==> src/rtl/phase_link_pkg.sv <==
package phase_link_pkg;

   typedef logic [1:0] pair_t;

   // One step around the cycle 00 -> 01 -> 11 -> 10 -> 00
   function automatic pair_t gray_step(input pair_t cur);
      return {cur[0], ~cur[1]};
   endfunction

endpackage

==> src/rtl/gray_ref_gen.sv <==
module gray_ref_gen
   import phase_link_pkg::*;
(
   input  logic  clk,
   input  logic  rst,
   input  logic  adv_i,
   output pair_t ref_q_o,
   output pair_t ref_nxt_o
);

   pair_t ref_q;

   assign ref_nxt_o = gray_step(ref_q);
   assign ref_q_o   = ref_q;

   always_ff @(posedge clk) begin
      if (rst)
         ref_q <= '0;
      else if (adv_i)
         ref_q <= ref_nxt_o;
   end


   ref_one_step_chk: assert property (@(posedge clk) disable iff (rst)
      adv_i |=> ($countones(ref_q ^ $past(ref_q)) == 1));


   ref_hold_chk: assert property (@(posedge clk) disable iff (rst)
      !adv_i |=> $stable(ref_q));

endmodule

==> src/rtl/phase_sym_cell.sv <==
module phase_sym_cell
   import phase_link_pkg::*;
(
   input  logic  clk,
   input  logic  rst,
   input  logic  load_i,
   input  logic  bit_i,
   input  pair_t ref_nxt_i,
   input  pair_t ref_q_i,
   output pair_t sym_o
);

   pair_t sym_q;
   pair_t sym_d;

   assign sym_d = ref_nxt_i ^ {2{bit_i}};
   assign sym_o = sym_q;

   always_ff @(posedge clk) begin
      if (rst)
         sym_q <= '0;
      else if (load_i)
         sym_q <= sym_d;
   end


   sym_phase_chk: assert property (@(posedge clk) disable iff (rst)
      load_i |=> (sym_q == ($past(bit_i) ? ~ref_q_i : ref_q_i)));


   sym_one_wire_chk: assert property (@(posedge clk) disable iff (rst)
      load_i |=> ($countones(sym_q ^ $past(sym_q)) == 1));


   sym_hold_chk: assert property (@(posedge clk) disable iff (rst)
      !load_i |=> $stable(sym_q));

endmodule

==> src/rtl/phase_link_tx.sv <==
module phase_link_tx
   import phase_link_pkg::*;
#(
   parameter int DATA_W = 4
) (
   input  logic                clk,
   input  logic                rst,
   input  logic [DATA_W-1:0]   word_i,
   input  logic                word_vld_i,
   output logic [1:0]          ref_o,
   output logic [2*DATA_W-1:0] sym_o
);

   localparam int SYM_W  = 2 * DATA_W;
   localparam int LINK_W = SYM_W + 2;

   if (DATA_W < 1) begin : g_bad_width
      $error("phase_link_tx: DATA_W must be at least 1");
   end
   if (LINK_W != 2 * (DATA_W + 1)) begin : g_bad_link
      $error("phase_link_tx: link width derivation broken");
   end

   pair_t ref_q;
   pair_t ref_nxt;

   gray_ref_gen u_ref (
      .clk       (clk),
      .rst       (rst),
      .adv_i     (word_vld_i),
      .ref_q_o   (ref_q),
      .ref_nxt_o (ref_nxt)
   );

   for (genvar gi = 0; gi < DATA_W; gi++) begin : g_bit
      pair_t cell_sym;
      phase_sym_cell u_cell (
         .clk       (clk),
         .rst       (rst),
         .load_i    (word_vld_i),
         .bit_i     (word_i[gi]),
         .ref_nxt_i (ref_nxt),
         .ref_q_i   (ref_q),
         .sym_o     (cell_sym)
      );
      assign sym_o[2*gi +: 2] = cell_sym;
   end

   assign ref_o = ref_q;


   reset_zero_chk: assert property (@(posedge clk)
      rst |=> (ref_o == 2'b00 && sym_o == '0));


   same_edge_chk: assert property (@(posedge clk) disable iff (rst)
      word_vld_i |=> (ref_o != $past(ref_o) && sym_o != $past(sym_o)));

endmodule

==> config.mk <==
export PLATFORM = sky130hd
export DESIGN_NAME = phase_link_tx
export DESIGN_NICKNAME = d
export VERILOG_FILES = /design/src/rtl/phase_link_pkg.sv /design/src/rtl/gray_ref_gen.sv /design/src/rtl/phase_sym_cell.sv /design/src/rtl/phase_link_tx.sv
export SDC_FILE = /design/constraint.sdc
export NUM_CORES = 1
export LEC_CHECK = 0
export ABC_AREA = 1
export CELL_PAD_IN_SITES_DETAIL_PLACEMENT = 1
export CELL_PAD_IN_SITES_GLOBAL_PLACEMENT = 1
export CORE_MARGIN = 3
export CORE_UTILIZATION = 26
export CTS_CLUSTER_DIAMETER = 40
export DETAILED_ROUTE_END_ITERATION = 8
export HOLD_SLACK_MARGIN = 0.12
export PLACE_DENSITY = 0.69
export SLEW_MARGIN = 0
export SYNTH_ARGS = -nofsm -noshare
export SYNTH_HDL_FRONTEND = slang
export SYNTH_SLANG_ARGS = --single-unit
==> constraint.sdc <==
create_clock -name clk -period 0.8 [get_ports clk]
set_input_delay 0.16 -clock clk [delete_from_list [all_inputs] [get_ports clk]]
set_output_delay 0.16 -clock clk [all_outputs]
set_load 0.02 [all_outputs]
## Word level (Yosys, flattened, before mapping)

Index checks and enable logic that the tools add are counted.

- Bitwise operators: 5

Operators by type and width:

| operator | number |
|---|---|
| XOR 2 bit | 4 |
| NOT 1 bit | 1 |

- Register bits: 10
- Bits of input ports: 7
- Output and inout bits: 10
- Word-level logic and storage cells: 10

## Longest topological paths before layout

- Word-level depth: 2
- Mapped depth: 5
- Gate-level depth less buffers: 5

## Cells and area by module

Synthesis repeated with hierarchy kept, for this count alone.

- Cells, all modules: 90
- Area, all modules: 516.7 µm²

Modules (own cells, without submodules):

| module | instances | cells each | area each (µm²) | sequential area each (µm²) |
|---|---|---|---|---|
| phase_sym_cell | 4 | 19 | 106.4 | 40.0 |
| gray_ref_gen | 1 | 14 | 91.3 | 40.0 |

## Least setup slack after synthesis

OpenSTA, ideal clock, no wires.

- Kind: register -> register
- From: register u_ref.ref_q[1], in the netlist u_ref.ref_q_o[1]
- To: register g_bit[0].u_cell.sym_q[0]
- Library setup time: 0.109 ns
- Arrival: 0.852 ns
- Required time: 0.691 ns
- Path slack: -0.161 ns
- Stages on the path, launching flop included: 6
- Buffers on the path: 0
- Period minus slack after synthesis: 0.961 ns
- Cell sequence: dfxtp_1 -> inv_1 -> nand2_1 -> nand3_1 -> nand2_1 -> inv_1

- Cells in the longest elaborated chain, start to end: 2

Ends and longest elaborated chain:

| element | line | source |
|---|---|---|
| start: declaration | gray_ref_gen.sv:11 | `pair_t ref_q;` |
| start signal: assignment | gray_ref_gen.sv:20 | `ref_q <= ref_nxt_o;` |
| NOT 1 bit | phase_link_pkg.sv:7 | `return {cur[0], ~cur[1]};` |
| XOR 2 bit | phase_sym_cell.sv:16 | `assign sym_d = ref_nxt_i ^ {2{bit_i}};` |
| end signal: assignment | phase_sym_cell.sv:23 | `sym_q <= sym_d;` |
| end: declaration | phase_sym_cell.sv:13 | `pair_t sym_q;` |

Every way passes these cells.
A chain may end at the register's enable or synchronous reset.

## Final worst setup path

- From: register u_ref.ref_q[1], in the netlist u_ref.ref_q_o[1]
- To: output port ref_o[1]

RTL lines:

| element | line | source |
|---|---|---|
| end: declaration | phase_link_tx.sv:10 | `output logic [1:0] ref_o,` |

No word-level cell between the ends.

==> impl_metrics.json <==
{
  "skew_ps": 1.48,
  "slowest_delay_ps": 350,
  "cts-root-buf": "clkbuf_4",
  "port_buffers": 16,
  "run_status": "finished with violations",
  "wl_per_cell_um": 12.3,
  "final_hold_viol_count": 0,
  "failed_checks": "negative setup slack",
  "detail-route-antenna-nets": 0,
  "critPathRequiredTime_ps": 640,
  "cp-end-kind": "primary output",
  "setup_ws_ps": -108,
  "die_area_sq_um": 2610,
  "worst-path-buf-inv": 1,
  "cp-start-kind": "register",
  "worstSetupPathType": "reg -> out",
  "synth.distinct_cells": 12,
  "grt_setup_unrepaired": "true",
  "synth_warnings": 0,
  "pin_count": 17,
  "grt_first_pass_wirelength_mm": 2.62,
  "nNetsFinal": 116,
  "die_x_um": 51.1,
  "timing.final.crit_share_pct": 113,
  "syn2layout_area_growth_pct": 74.6,
  "slew_viol_final": 0,
  "gr-usage-all-layers_pct": 13.6,
  "ys_seq_area_share_pct": 37.9,
  "tightest_slew_ps": 182,
  "drtIter0Drc": 2,
  "ys_ff_latch": 10,
  "routabilityCongestion": 0.756,
  "hold_class": "in -> reg",
  "crit_fanout": 2,
  "clk_latency_ps": 270,
  "cts_buffers": 3,
  "total_power_mw": 1.44,
  "use_met3_pct": 5.54,
  "syn_inst": 83,
  "antennaDiodeCount": 0,
  "syn_avg_cell_area_sq_um": 6.36,
  "first_pass_iters": 4,
  "core_sq_um": 1820,
  "layout_common_cells": "17 x nand2_1, 16 x nor2_1, 13 x inv_1",
  "gr-total-overflow": 0,
  "setup_violations": 18,
  "grt_use_met1_pct": 15.8,
  "layout_commonest_cell": "nand2_1",
  "antenna_found_initial": 0,
  "leakagePower_nw": 0.483,
  "cap_violations": 0,
  "layout-drive-gt1-share_pct": 51.9,
  "grt-busiest-layer": "met2",
  "slew_headroom_pct": 87.8,
  "clock_sinks": 10,
  "drc": 0,
  "initial_core_util_pct": 29.0,
  "hpwlAfterDp_mm": 1.02,
  "syn_nets": 90,
  "pre_cts_ws_ps": -338,
  "grt_pass1_vias": 576,
  "path_clk_slew_ps": 70,
  "cp_data_arrival_time_ps": 750,
  "vias_per_cell": 4.41,
  "fin_cells": 133,
  "path_delay_family": "flip-flops",
  "synth_area_sq_um": 528,
  "path_cells": "buf_6",
  "grt_max_degree": 11,
  "vdd_drop_max_mv": 0.806,
  "routed_wirelength_mm": 1.63,
  "period_needed_ps": 908,
  "rows": 15,
  "max_freq_ghz": 1.10,
  "vias": 586,
  "p_per_area_nw_per_um2": 1570,
  "met2_usage_pct": 21.5,
  "cts_tree": "built",
  "clockBufferDepth": 2,
  "htreeDepth": 1,
  "dp.cells": 127,
  "dieHeight_um": 51.1,
  "tns_ps": -1180,
  "crit_slowest_cell": "dfxtp_4"
}
==> through the flow <==
| step | hold slack [ps] | utilization, % | instance area, sq um |
|---|---|---|---|
| finish | 392 | 50.7 | 922 |
| global route | 424 | 50.7 | 922 |
| CTS | 386 | 48.1 | 876 |
| detailed placement | 547 | 40.9 | 744 |
| global placement | 535 | 40.9 | 744 |
| floorplan | 351 | - | 532 |
==> metal layers <==
| metal | vias to the layer above | wire [um] | part of all wire [%] |
|---|---|---|---|
| li1 | 292 | - | - |
| met1 | 267 | 724 | 44 |
| met2 | 19 | 762 | 47 |
| met3 | 8 | 88 | 5.4 |
| met4 | 0 | 57 | 3.5 |
| met5 | - | 0 | 0 |
==> worst paths after layout <==
kind,startpoint,slack [ps],endpoint,depth (start not counted)
hold reg to reg,g_bit[2].u_cell.sym_o[1],570,g_bit[2].u_cell.sym_o[1],4
hold / removal,word_i[1],390,g_bit[1].u_cell.sym_o[1],5
setup reg to reg,u_ref.ref_q_o[0],-80,g_bit[3].u_cell.sym_o[1],6
setup / recovery,u_ref.ref_q_o[1],-110,ref_o[1],1
==> report_power, final <==
part           internal, mW  switching (mW)
Clock                 0.277           0.186
Combinational         0.208           0.208
Sequential            0.539          0.0260
==> registers in the layout, summed over array words and instances (netlist names) <==
name and cells:
g_bit.u_cell.sym_o 8, u_ref.ref_q_o 2
==> cell usage after synthesis <==
| library cell | n | area share [%] |
|---|---|---|
| buf_12 | 1 | 3.8 |
| nand2_1 | 26 | 18 |
| nor2_1 | 16 | 11 |
| buf_4 | 1 | 1.4 |
| dfxtp_1 | 10 | 38 |
| buf_6 | 1 | 2.1 |
| clkbuf_2 | 1 | 0.95 |
| inv_2 | 1 | 0.71 |
| a21oi_2 | 2 | 3.3 |
| inv_1 | 14 | 10 |
| nand3_1 | 8 | 7.6 |
| nand2_2 | 2 | 2.4 |
==> cell type report <==
| cell class | count | area, sq um |
|---|---|---|
| inverter | 15 | 66.3 |
| fill | 225 | 898 |
| tap | 25 | 31.3 |
| sequential | 10 | 215 |
| multi-input combinational | 54 | 290 |
| clock buffer | 4 | 36.3 |
| timing repair buffer | 25 | 283 |
==> logic make-up after synthesis <==
kind of cell / after synthesis / synth area share [%]
AOI/OAI and AO/OA: 2 / 3.32
DFF: 10 / 37.9
and+or+nand+nor: 52 / 39.8
buffers and inverters: 19 / 19.0
==> repair_timing <==
item,CTS,global route
hold buffers,0,0
cloned,1,0
endpoints found under the hold margin,0,0
pin swaps,1,2
buffers inserted,0,1
resized for setup,84,11
setup endpoints to repair,20,19
Power figures use the tool's default switching activity.
